--- src/rtl/pcm_port_pkg.sv ---
package pcm_port_pkg;
  localparam int unsigned PCM_W = 14;
  localparam int unsigned PCM_SYNC_STAGES = 2;
endpackage

--- src/rtl/pcm_sync_chain.sv ---
module pcm_sync_chain #(
  parameter int unsigned STAGES = pcm_port_pkg::PCM_SYNC_STAGES
) (
  input  logic clk,
  input  logic rst_n,
  input  logic din,
  output logic level_o
);
  logic [STAGES-1:0] pipe;

  always_ff @(posedge clk or negedge rst_n) begin
    if (!rst_n) pipe <= '0;
    else        pipe <= {pipe[STAGES-2:0], din};
  end

  assign level_o = pipe[STAGES-1];
endmodule

--- src/rtl/pcm_edge_detect.sv ---
module pcm_edge_detect #(
  parameter int unsigned STAGES = pcm_port_pkg::PCM_SYNC_STAGES
) (
  input  logic clk,
  input  logic rst_n,
  input  logic din,
  output logic rise_o,
  output logic fall_o
);
  logic level;
  logic prev;

  pcm_sync_chain #(.STAGES(STAGES)) u_chain (
    .clk(clk), .rst_n(rst_n), .din(din), .level_o(level)
  );

  always_ff @(posedge clk or negedge rst_n) begin
    if (!rst_n) prev <= 1'b0;
    else        prev <= level;
  end

  assign rise_o = level & ~prev;
  assign fall_o = ~level & prev;
endmodule

--- src/rtl/pcm_rx_path.sv ---
module pcm_rx_path #(
  parameter int unsigned W = pcm_port_pkg::PCM_W
) (
  input  logic         clk,
  input  logic         rst_n,
  input  logic         en_i,
  input  logic         bit_fall_i,
  input  logic         frame_rise_i,
  input  logic         sd_bit_i,
  input  logic         rx_ready_i,
  output logic [W-1:0] rx_data_o,
  output logic         rx_valid_o
);
  localparam int unsigned CW = $clog2(W + 1);

  logic [W-1:0]  shreg;
  logic [CW-1:0] cnt;
  logic [W-1:0]  next_word;
  logic          load;

  assign next_word = {shreg[W-2:0], sd_bit_i};
  assign load = en_i && !frame_rise_i && bit_fall_i && (cnt == CW'(W - 1));

  always_ff @(posedge clk or negedge rst_n) begin
    if (!rst_n) begin
      shreg <= '0;
      cnt   <= CW'(W);
    end else if (!en_i) begin
      cnt <= CW'(W);
    end else if (frame_rise_i) begin
      if (bit_fall_i) begin
        shreg <= next_word;
        cnt   <= CW'(1);
      end else begin
        cnt <= '0;
      end
    end else if (bit_fall_i && (cnt < CW'(W))) begin
      shreg <= next_word;
      cnt   <= cnt + CW'(1);
    end
  end

  always_ff @(posedge clk or negedge rst_n) begin
    if (!rst_n) begin
      rx_data_o  <= '0;
      rx_valid_o <= 1'b0;
    end else if (load) begin
      rx_data_o  <= next_word;
      rx_valid_o <= 1'b1;
    end else if (rx_valid_o && rx_ready_i) begin
      rx_valid_o <= 1'b0;
    end
  end
endmodule

--- src/rtl/pcm_tx_path.sv ---
module pcm_tx_path #(
  parameter int unsigned W = pcm_port_pkg::PCM_W
) (
  input  logic         clk,
  input  logic         rst_n,
  input  logic         en_i,
  input  logic         bit_rise_i,
  input  logic         frame_rise_i,
  input  logic [W-1:0] tx_data_i,
  input  logic         tx_valid_i,
  output logic         tx_ready_o,
  output logic         sd_bit_o,
  output logic         win_o
);
  localparam int unsigned CW = $clog2(W + 1);

  logic [W-1:0]  hold;
  logic          full;
  logic [W-1:0]  shreg;
  logic [CW-1:0] cnt;
  logic          accept;
  logic          start;

  assign accept = tx_valid_i && !full;
  assign start  = en_i && frame_rise_i;

  always_ff @(posedge clk or negedge rst_n) begin
    if (!rst_n) begin
      hold <= '0;
      full <= 1'b0;
    end else if (accept) begin
      hold <= tx_data_i;
      full <= 1'b1;
    end else if (start) begin
      full <= 1'b0;
    end
  end

  always_ff @(posedge clk or negedge rst_n) begin
    if (!rst_n) begin
      shreg <= '0;
      win_o <= 1'b0;
      cnt   <= '0;
    end else if (start) begin
      shreg <= full ? hold : '0;
      win_o <= 1'b1;
      cnt   <= '0;
    end else if (!en_i) begin
      win_o <= 1'b0;
    end else if (win_o && bit_rise_i) begin
      if (cnt == CW'(W - 1)) begin
        win_o <= 1'b0;
      end else begin
        cnt   <= cnt + CW'(1);
        shreg <= {shreg[W-2:0], 1'b0};
      end
    end
  end

  assign tx_ready_o = !full;
  assign sd_bit_o   = shreg[W-1];
endmodule

--- src/rtl/pcm_serial_port.sv ---
module pcm_serial_port #(
  parameter int unsigned SAMPLE_W    = pcm_port_pkg::PCM_W,
  parameter int unsigned SYNC_STAGES = pcm_port_pkg::PCM_SYNC_STAGES
) (
  input  logic                clk,
  input  logic                rst_n,
  input  logic                pwr_en,
  input  logic                bclk_i,
  input  logic                fsync_i,
  input  logic                sd_in_i,
  output logic                sd_out_o,
  output logic                sd_drv_o,
  output logic [SAMPLE_W-1:0] rx_data_o,
  output logic                rx_valid_o,
  input  logic                rx_ready_i,
  input  logic [SAMPLE_W-1:0] tx_data_i,
  input  logic                tx_valid_i,
  output logic                tx_ready_o
);
  logic bclk_rise, bclk_fall;
  logic fs_level, fs_prev, fs_rise;
  logic sd_level;
  logic tx_bit, tx_win;

  pcm_edge_detect #(.STAGES(SYNC_STAGES)) u_bclk (
    .clk(clk), .rst_n(rst_n), .din(bclk_i),
    .rise_o(bclk_rise), .fall_o(bclk_fall)
  );

  pcm_sync_chain #(.STAGES(SYNC_STAGES)) u_fsync (
    .clk(clk), .rst_n(rst_n), .din(fsync_i), .level_o(fs_level)
  );

  pcm_sync_chain #(.STAGES(SYNC_STAGES)) u_sdin (
    .clk(clk), .rst_n(rst_n), .din(sd_in_i), .level_o(sd_level)
  );

  always_ff @(posedge clk or negedge rst_n) begin
    if (!rst_n) fs_prev <= 1'b0;
    else        fs_prev <= fs_level;
  end
  assign fs_rise = fs_level & ~fs_prev;

  pcm_rx_path #(.W(SAMPLE_W)) u_rx (
    .clk(clk), .rst_n(rst_n), .en_i(pwr_en),
    .bit_fall_i(bclk_fall), .frame_rise_i(fs_rise), .sd_bit_i(sd_level),
    .rx_ready_i(rx_ready_i), .rx_data_o(rx_data_o), .rx_valid_o(rx_valid_o)
  );

  pcm_tx_path #(.W(SAMPLE_W)) u_tx (
    .clk(clk), .rst_n(rst_n), .en_i(pwr_en),
    .bit_rise_i(bclk_rise), .frame_rise_i(fs_rise),
    .tx_data_i(tx_data_i), .tx_valid_i(tx_valid_i), .tx_ready_o(tx_ready_o),
    .sd_bit_o(tx_bit), .win_o(tx_win)
  );

  assign sd_drv_o = tx_win & ~tx_bit;
  assign sd_out_o = tx_win ? tx_bit : 1'b1;
endmodule

--- config.mk ---
export PLATFORM = sky130hd
export DESIGN_NAME = pcm_serial_port
export DESIGN_NICKNAME = d
export VERILOG_FILES = /design/src/rtl/pcm_port_pkg.sv /design/src/rtl/pcm_sync_chain.sv /design/src/rtl/pcm_edge_detect.sv /design/src/rtl/pcm_rx_path.sv /design/src/rtl/pcm_tx_path.sv /design/src/rtl/pcm_serial_port.sv
export SDC_FILE = /design/constraint.sdc
export NUM_CORES = 1
export LEC_CHECK = 0
export ABC_AREA = 1
export CORE_ASPECT_RATIO = 0.9
export CORE_MARGIN = 1.5
export CORE_UTILIZATION = 45
export DETAILED_ROUTE_END_ITERATION = 7
export DONT_BUFFER_PORTS = 1
export GPL_TIMING_DRIVEN = 1
export PLACE_DENSITY = 0.7
export SLEW_MARGIN = 20
export SYNTH_ARGS = -nofsm -noshare
export SYNTH_HDL_FRONTEND = slang
export SYNTH_HIERARCHICAL = 1
export SYNTH_SLANG_ARGS = --single-unit
--- constraint.sdc ---
create_clock -name clk -period 1.8 [get_ports clk]
set_clock_uncertainty 0.2 [all_clocks]
set_input_delay 0.45 -clock clk [delete_from_list [all_inputs] [get_ports clk]]
set_output_delay 0.45 -clock clk [all_outputs]
set_load 0.005 [all_outputs]
==> results of run 1 <==
-- layer usage --
| layer | part of all wire (%) | global-route usage (%) |
|---|---|---|
| met3 | 5.5 | 6.07 |
| met5 | 0 | 0 |
| met2 | 46 | 24.7 |
| met4 | 0.70 | 4.48 |
| met1 | 48 | 19.1 |
-- per-stage QoR --
step	utilization, %	instance area [um2]	power [mW]
2_1_floorplan	-	3330	3.00
3_3_place_gp	48.1	3420	3.16
3_5_place_dp	48.1	3420	3.20
4_1_cts	52.4	3720	4.80
5_1_grt	52.7	3750	5.05
6_report	52.7	3750	4.75
-- layout make-up --
class	count	area (um2)
flip-flops and latches	74	1860
well taps	93	116
repair buffers	15	150
multi-input cells	221	1240
fillers	632	3370
clock inverters	7	124
inverters	35	134
clock buffers	9	124
-- power by group through the flow --
stage	combinational [mW]	clock (mW)	sequential (mW)
2_1_floorplan	0.747	0	2.25
3_3_place_gp	0.868	0	2.29
3_5_place_dp	0.892	0	2.31
4_1_cts	0.907	1.62	2.28
5_1_grt	1.02	1.70	2.33
6_report	0.902	1.57	2.27
-- path summary, 6_finish.rpt --
path,depth (start not counted),endpoint,startpoint
max in group asynchronous,0,u_rx/cnt[1],rst_n
worst min register to register,0,u_bclk/u_chain/pipe[1],u_bclk/u_chain/pipe[0]
worst min-delay path,0,u_rx/rx_data_o[1],rst_n
worst max-delay path,7,u_rx/rx_data_o[8],u_rx/cnt[1]
worst max register to register,7,u_rx/rx_data_o[8],u_rx/cnt[1]
min in group clk,1,u_tx/hold[3],tx_data_i[3]
-- state kept, by name (all words and copies together), names as in the netlist --
name and flops:
fs_prev 1, u_tx/cnt 4, u_rx/rx_valid_o 1, u_bclk/prev 1
u_tx/win_o 1, u_fsync/pipe 2, u_rx/shreg 13, u_tx/hold 14
u_bclk/u_chain/pipe 2, u_tx/full 1, u_rx/rx_data_o 14, u_rx/cnt 4
u_tx/shreg 14, u_sdin/pipe 2
-- kinds of logic (layout without fill, tap and decap cells) --
kind of cell | after synthesis | count (layout) | synth area share, %
AOI/OAI and AO/OA | 49 | 49 | 10.2
xor gates and xnor gates | 1 | 1 | 0.263
adders and majority gates | 4 | 4 | 1.50
buffers and inverters | 46 | 66 | 7.07
DFF | 74 | 74 | 55.8
muxes | 13 | 13 | 5.19
and+or+nand+nor | 154 | 154 | 20.0
-- timing repair --
action,4_1_cts,5_1_grt
pin swaps,0,1
endpoints found under the setup margin,7,13
gates resized for setup,1,0
buffers inserted,0,3
hold endpoints to repair,79,74
gates cloned,0,0
-- synthesized netlist by cell type (all sizes together) --
master / count
nand2: 123
dfrtp: 71
o21ai: 46
inv: 35
nand3: 15
mux2: 13
nor2: 13
buf: 11
ha: 4
dfstp: 3
nand4: 3
o21bai: 2
a21oi: 1
xor2: 1
-- worst register-to-register path: cells and delay by family (launching register included) --
family / cells / cell delay, ns
AND/OR/NAND/NOR: 4 / 0.37
buffers and inverters: 2 / 0.24
flip-flops: 1 / 0.58
adder cells (fa/ha/maj): 1 / 0.17
==> impl_results.rst, run 1 <==
.. list-table::
   :header-rows: 1

   * - Metric
     - Value
   * - Status
     - complete, but fails checks
   * - Violated checks
     - negative hold slack
   * - Ports placed on the boundary
     - 40
   * - Count of cell types in the netlist
     - 26
   * - Maximum buffer depth of the clock tree
     - 2
   * - Routed Antenna Nets
     - 0
   * - Highest achievable clock rate
     - 604 MHz
   * - Top-area cell type share of the netlist area
     - between 50% and 60%
   * - List of cells traversed by the critical path
     - inv_1, ha_1, nand3_1, nor2_8, buf_4, nand2_1, nand2_1
   * - Gate power share
     - between 10% and 20%
   * - Final Hold Vio Count
     - 74
   * - Leading area contributor after synthesis
     - dfrtp_1
   * - Cells taking the most area after synthesis
     - dfrtp_1 53%, nand2_1 14%, o21ai_2 5.5%
   * - Power dissipated by switching net loads
     - ~1.3 mW
   * - Nets in the synthesized netlist
     - 367
   * - Internal power
     - roughly 3.4 mW
   * - Aggregate routed wire length
     - between 5000 and 6000 um
   * - Maximum number of pins on one net before global-route repair
     - 75
   * - Crit start category
     - flip-flop
   * - Flop pwr share
     - between 40% and 50%
   * - Count of final setup violators
     - 0
   * - Number of clock buffers inserted by TritonCTS
     - 9
   * - Cell seen most often among critical-path stages
     - nand2_1
   * - Detail-routed net length per standard cell
     - approximately 12 um
   * - Minimum clock period after layout
     - 1.66 ns
   * - Sequential element share of the synthesized area
     - about 56%
   * - Maximum level of the CTS H-tree
     - 3
   * - CTS tree
     - yes
   * - Post-Place Worst Slack
     - -0.0613 ns
   * - Cell row count
     - 29
   * - Placed Cells incl. Taps
     - 430
   * - Clk pwr share
     - 33.1%
   * - Synth Warn #
     - 6
   * - Root Buffer Master
     - clkbuf_8
   * - Quantity of hold-fixing buffers added after cts
     - 5
   * - Global-route wire length before repair
     - ~9600 um
   * - Switching share of total power
     - a little over a quarter
   * - Total gr overflow
     - 0
   * - Clk_lat worst skew
     - 0.35 ns
   * - Y dimension of the die
     - 84.6 um
   * - Max stage delay on crit path
     - 0.58 ns
   * - Worst IR Drop VDD
     - about 0.96 mV
   * - Crit Path Max Fanout
     - 7
   * - Growth of design area from synthesis to finish
     - 12.6%
   * - Drt initial violations
     - roughly 100
   * - Relative slew margins
     - a little under three quarters
   * - Top library cells by usage in the layout, fill and taps aside
     - 120 x nand2_1, 71 x dfrtp_1, 32 x inv_1
   * - Synthesized instance count
     - around 340
   * - Starting utilization of the core area
     - between 40% and 50%
   * - Unrepaired setup endpoints after global routing
     - no
   * - Top delay family on crit path
     - flip-flops
   * - Clock sink count
     - between 70 and 80
   * - Via count of the routed design
     - around 2,200
   * - Type of element capturing the critical path
     - flip-flop
   * - Transition time at the pin with the least slew margin
     - 0.428 ns
   * - Syn Std Cell Area
     - 0.00333 mm2
   * - Final Max Tran Viols
     - 0
   * - Number of input and output port buffers inserted
     - 0
   * - Final non-filler cell total
     - ~450
   * - Length of the first detailed-routing pass in iterations
     - 4
   * - P per Cell Area
     - roughly 1300 mW/mm2
   * - Area of the die
     - between 0.007 and 0.008 mm2
   * - Nets@finish
     - ~380
   * - Via count of the first global-routing pass
     - around 2,200
   * - FF+latch count, synth
     - 74
   * - Inserted Diodes
     - 0
   * - Required time of the critical path
     - ~1.9 ns
   * - Leak pwr
     - between 1.5 and 2 nW
   * - Post-route setup slack
     - 0.143 ns
   * - Combined global-route utilization of all metal layers
     - 15.3%
   * - Clock slew at the register clock pins of the worst setup and hold paths
     - 0.08 ns
   * - Post-detailed-route DRC marker count
     - 0
   * - Final weighted congestion in routability-driven placement
     - about 0.80
   * - Arrival time at the worst endpoint
     - between 1.5 and 2 ns
   * - Post-route fraction of the period consumed by the critical path
     - between 90% and 100%
   * - Most frequent standard cell in the layout excluding fill and tap cells
     - nand2_1
   * - Critical path class
     - reg2reg
   * - Post-detailed-placement half-perimeter wirelength
     - between 3000 and 4000 um
   * - Number of maximum-capacitance constraint violations
     - 0
   * - Core box area
     - about 0.0071 mm2
   * - Reg-to-reg setup timing slack
     - 0.14 ns
   * - Layout cell share with drive strength beyond 1
     - between 20% and 30%
   * - X dimension of the die
     - ~94 um
   * - Hold Path Class
     - in2async
   * - Initial antenna violation count
     - 0
   * - Final-layout setup total negative slack
     - 0 ns
   * - Mean cell area of the mapped netlist
     - 9.76 um2
   * - Combined buffer and inverter count along the critical path
     - 2
   * - Per-cell via count in the routed design
     - a little under 5
   * - Worst hold slack across all endpoints
     - -0.415 ns
   * - Slowest-stage cell, CP
     - dfstp_2
Power figures use the tool's default switching activity.
==> run 2, diff against run 1 <==
--- a/config.mk
+++ b/config.mk
@@ -12,7 +12,8 @@
 export DETAILED_ROUTE_END_ITERATION = 7
 export DONT_BUFFER_PORTS = 1
 export GPL_TIMING_DRIVEN = 1
-export PLACE_DENSITY = 0.7
+export HOLD_SLACK_MARGIN = 0.06
+export PLACE_DENSITY = 0.68
 export SLEW_MARGIN = 20
 export SYNTH_ARGS = -nofsm -noshare
 export SYNTH_HDL_FRONTEND = slang
==> constraint.sdc (replaced) <==
create_clock -name clk -period 2.1 [get_ports clk]
set_clock_uncertainty 0.2 [all_clocks]
set_input_delay 0.525 -clock clk [delete_from_list [all_inputs] [get_ports clk]]
set_output_delay 0.525 -clock clk [all_outputs]
set_load 0.005 [all_outputs]
==> run 2 against run 1 <==
The flow still finishes with violations (negative hold slack). Sequential share of layout area rose by 1.3 points. Clock power fell by 24%. Sequential power fell by 14%. Register-to-register slack improved by 0.05 ns. Non-clock buffer count fell by 6. Power fell by 18%. Clock-buffer cell count did not move. First-iteration DRC count fell by 34%. Die area did not move. Flip-flop and latch count did not move. Cell count fell by 1.5%. Routed wire length rose by 2.4%.
==> impl_results.rst, run 2 (synthesis results as in run 1) <==
.. list-table::
   :header-rows: 1

   * - Metric
     - Value
   * - Status
     - complete, but fails checks (unchanged)
   * - Violated checks
     - negative hold slack (unchanged)
   * - Nets@finish
     - 376 (was 382)
   * - Length of the first detailed-routing pass in iterations
     - 4 (unchanged)
   * - Number of maximum-capacitance constraint violations
     - 0 (unchanged)
   * - Via count of the routed design
     - 2,177 (was 2,198)
   * - Layout cell share with drive strength beyond 1
     - 19.8% (was 21.1%)
   * - Required time of the critical path
     - 2.09 ns (was 1.85 ns)
   * - Maximum number of pins on one net before global-route repair
     - 75 (unchanged)
   * - Number of clock buffers inserted by TritonCTS
     - 9 (unchanged)
   * - CTS tree
     - yes (unchanged)
   * - Timing startpoint of the critical path
     - u_tx/cnt[1] (was u_rx/cnt[1])
   * - Total gr overflow
     - 0 (unchanged)
   * - Number of input and output port buffers inserted
     - 0 (unchanged)
   * - Area of the die
     - 0.00792 mm2 (unchanged)
   * - Final Max Tran Viols
     - 0 (unchanged)
   * - Worst hold slack across all endpoints
     - -0.335 ns (was -0.415 ns)
   * - Post-route setup slack
     - 0.190 ns (was 0.143 ns)
   * - Y dimension of the die
     - 84.6 um (unchanged)
   * - Clock slew at the register clock pins of the worst setup and hold paths
     - 0.08 ns (about the same)
   * - Quantity of hold-fixing buffers added after cts
     - 4 (was 5)
   * - Crit start category
     - flip-flop (unchanged)
   * - Final-layout setup total negative slack
     - 0 ns (unchanged)
   * - Top library cells by usage in the layout, fill and taps aside
     - 120 x nand2_1, 71 x dfrtp_1, 32 x inv_1 (unchanged)
   * - Final non-filler cell total
     - 447 (was 454)
   * - Aggregate routed wire length
     - 5550 um (was 5420 um)
   * - List of cells traversed by the critical path
     - inv_1, ha_1, nand2_1, nor2_1, nor2_2, o21ai_0 (was inv_1, ha_1, nand3_1, nor2_8, buf_4, nand2_1, nand2_1)
   * - Final Hold Vio Count
     - 74 (unchanged)
   * - Maximum level of the CTS H-tree
     - 3 (unchanged)
   * - X dimension of the die
     - 93.7 um (unchanged)
   * - Summed area of non-filler cells in the final layout
     - 0.00365 mm2 (was 0.00375 mm2)
   * - Post-Place Worst Slack
     - 0.193 ns (was -0.0613 ns)
   * - Global-route wire length before repair
     - 9800 um (was 9560 um)
   * - Count of final setup violators
     - 0 (unchanged)
   * - Cell row count
     - 29 (unchanged)
   * - Post-placement cell area
     - 0.00339 mm2 (was 0.00342 mm2)
   * - Root Buffer Master
     - clkbuf_8 (unchanged)
   * - Core box area
     - 0.00711 mm2 (unchanged)
   * - Crit Path Max Fanout
     - 14 (was 7)
   * - Final weighted congestion in routability-driven placement
     - 0.792 (was 0.802)
   * - P per Cell Area
     - 1070 mW/mm2 (was 1270 mW/mm2)
   * - Biggest regs
     - u_rx/rx_data_o x14, u_tx/hold x14, u_tx/shreg x14 (unchanged)
   * - Unrepaired setup endpoints after global routing
     - no (unchanged)
   * - Minimum clock period after layout
     - 1.91 ns (was 1.66 ns)
   * - Detail-routed net length per standard cell
     - 12.4 um (was 11.9 um)
   * - Starting utilization of the core area
     - 46.8% (unchanged)
   * - Relative slew margins
     - 52.6% (was 71.4%)
   * - Combined global-route utilization of all metal layers
     - 15.8% (was 15.3%)
   * - Growth of design area from synthesis to finish
     - 9.62% (was 12.6%)
   * - Per-cell via count in the routed design
     - 4.87 (was 4.84)
   * - Util after Layout
     - 51.3% (was 52.7%)
   * - Post-detailed-placement half-perimeter wirelength
     - 3770 um (was 3520 um)
   * - Most frequent standard cell in the layout excluding fill and tap cells
     - nand2_1 (unchanged)
   * - Arrival time at the worst endpoint
     - 1.90 ns (was 1.71 ns)
   * - Via count of the first global-routing pass
     - 2,220 (was 2,217)
   * - Post-route fraction of the period consumed by the critical path
     - 91.0% (was 92.0%)
   * - Clk_lat worst skew
     - 0.35 ns (about the same)
   * - Highest achievable clock rate
     - 524 MHz (was 604 MHz)
   * - Post-detailed-route DRC marker count
     - 0 (unchanged)
   * - Startpoint of the worst register-to-register path
     - u_tx/cnt[1] (was u_rx/cnt[1])
   * - Design Power
     - 3.89 mW (was 4.75 mW)
   * - Ports placed on the boundary
     - 40 (unchanged)
   * - Drt initial violations
     - 69 (was 104)
   * - Worst IR Drop VDD
     - 0.772 mV (was 0.961 mV)
   * - Transition time at the pin with the least slew margin
     - 0.710 ns (was 0.428 ns)
   * - Hold Path Class
     - in2async (unchanged)
   * - Critical path class
     - reg2reg (unchanged)
   * - Reg-to-reg setup timing slack
     - 0.19 ns (was 0.14 ns)
   * - Inserted Diodes
     - 0 (unchanged)
   * - Maximum buffer depth of the clock tree
     - 2 (unchanged)
   * - Path depth of the worst reg2reg path
     - 6 (was 7)
   * - Max stage delay on crit path
     - 0.54 ns (was 0.58 ns)
   * - Leak pwr
     - 1.80 nW (was 1.86 nW)
   * - Routed Antenna Nets
     - 0 (unchanged)
   * - Type of element capturing the critical path
     - flip-flop (unchanged)
   * - Setup bufs post-CTS
     - 0 (unchanged)
   * - Slowest-stage cell, CP
     - nor2_2 (was dfstp_2)
   * - Placed Cells incl. Taps
     - 428 (was 430)
   * - Initial antenna violation count
     - 0 (unchanged)
   * - Clock sink count
     - 74 (unchanged)
## run 2: timing repair
| action | 4_1_cts | 5_1_grt |
|---|---|---|
| endpoints found under the setup margin | 0 | 0 |
| gates resized for setup | 0 | 0 |
| hold endpoints to repair | 78 | 74 |
## run 2: metal layers
layer,part of all wire [%],up-vias,global-route usage (%),routed length [um]
li1,-,1099,-,-
met1,46,1030,19.6,2550
met2,48,40,25.3,2640
met3,4.8,8,5.89,269
met4,1.6,0,5.97,88
met5,0,-,0,0
## run 2: layout make-up
class	instances	area (um2)
Fill cell	678	3460
Sequential cell	74	1860
Multi-Input combinational cell	221	1240
Inverter	35	134
Clock buffer	9	124
Tap cell	93	116
Clock inverter	6	91.3
Timing Repair Buffer	9	90.1
## run 2: report_power, final
part | internal (mW) | switching (mW) | total (mW) | leakage, nW
Sequential | 1.76 | 0.197 | 1.96 | 0.950
Clock | 0.666 | 0.531 | 1.20 | 0.0979
Combinational | 0.368 | 0.368 | 0.736 | 0.756
Total | 2.79 | 1.10 | 3.89 | 1.80
## run 2: final timing paths
check	to
setup / recovery	u_tx/shreg[2]
hold / removal	u_rx/rx_valid_o
setup reg to reg	u_tx/shreg[2]
hold reg to reg	u_bclk/u_chain/pipe[1]
max in group asynchronous	u_rx/cnt[1]
min in group clk	u_rx/cnt[3]
## run 2: worst max-delay path: cells and delay by family (launching register included)
family,cells,cell delay (ns)
simple gates,3,0.66
flops,1,0.40
fa+ha+maj,1,0.21
compound gates,1,0.20
buf+inv,1,0.09
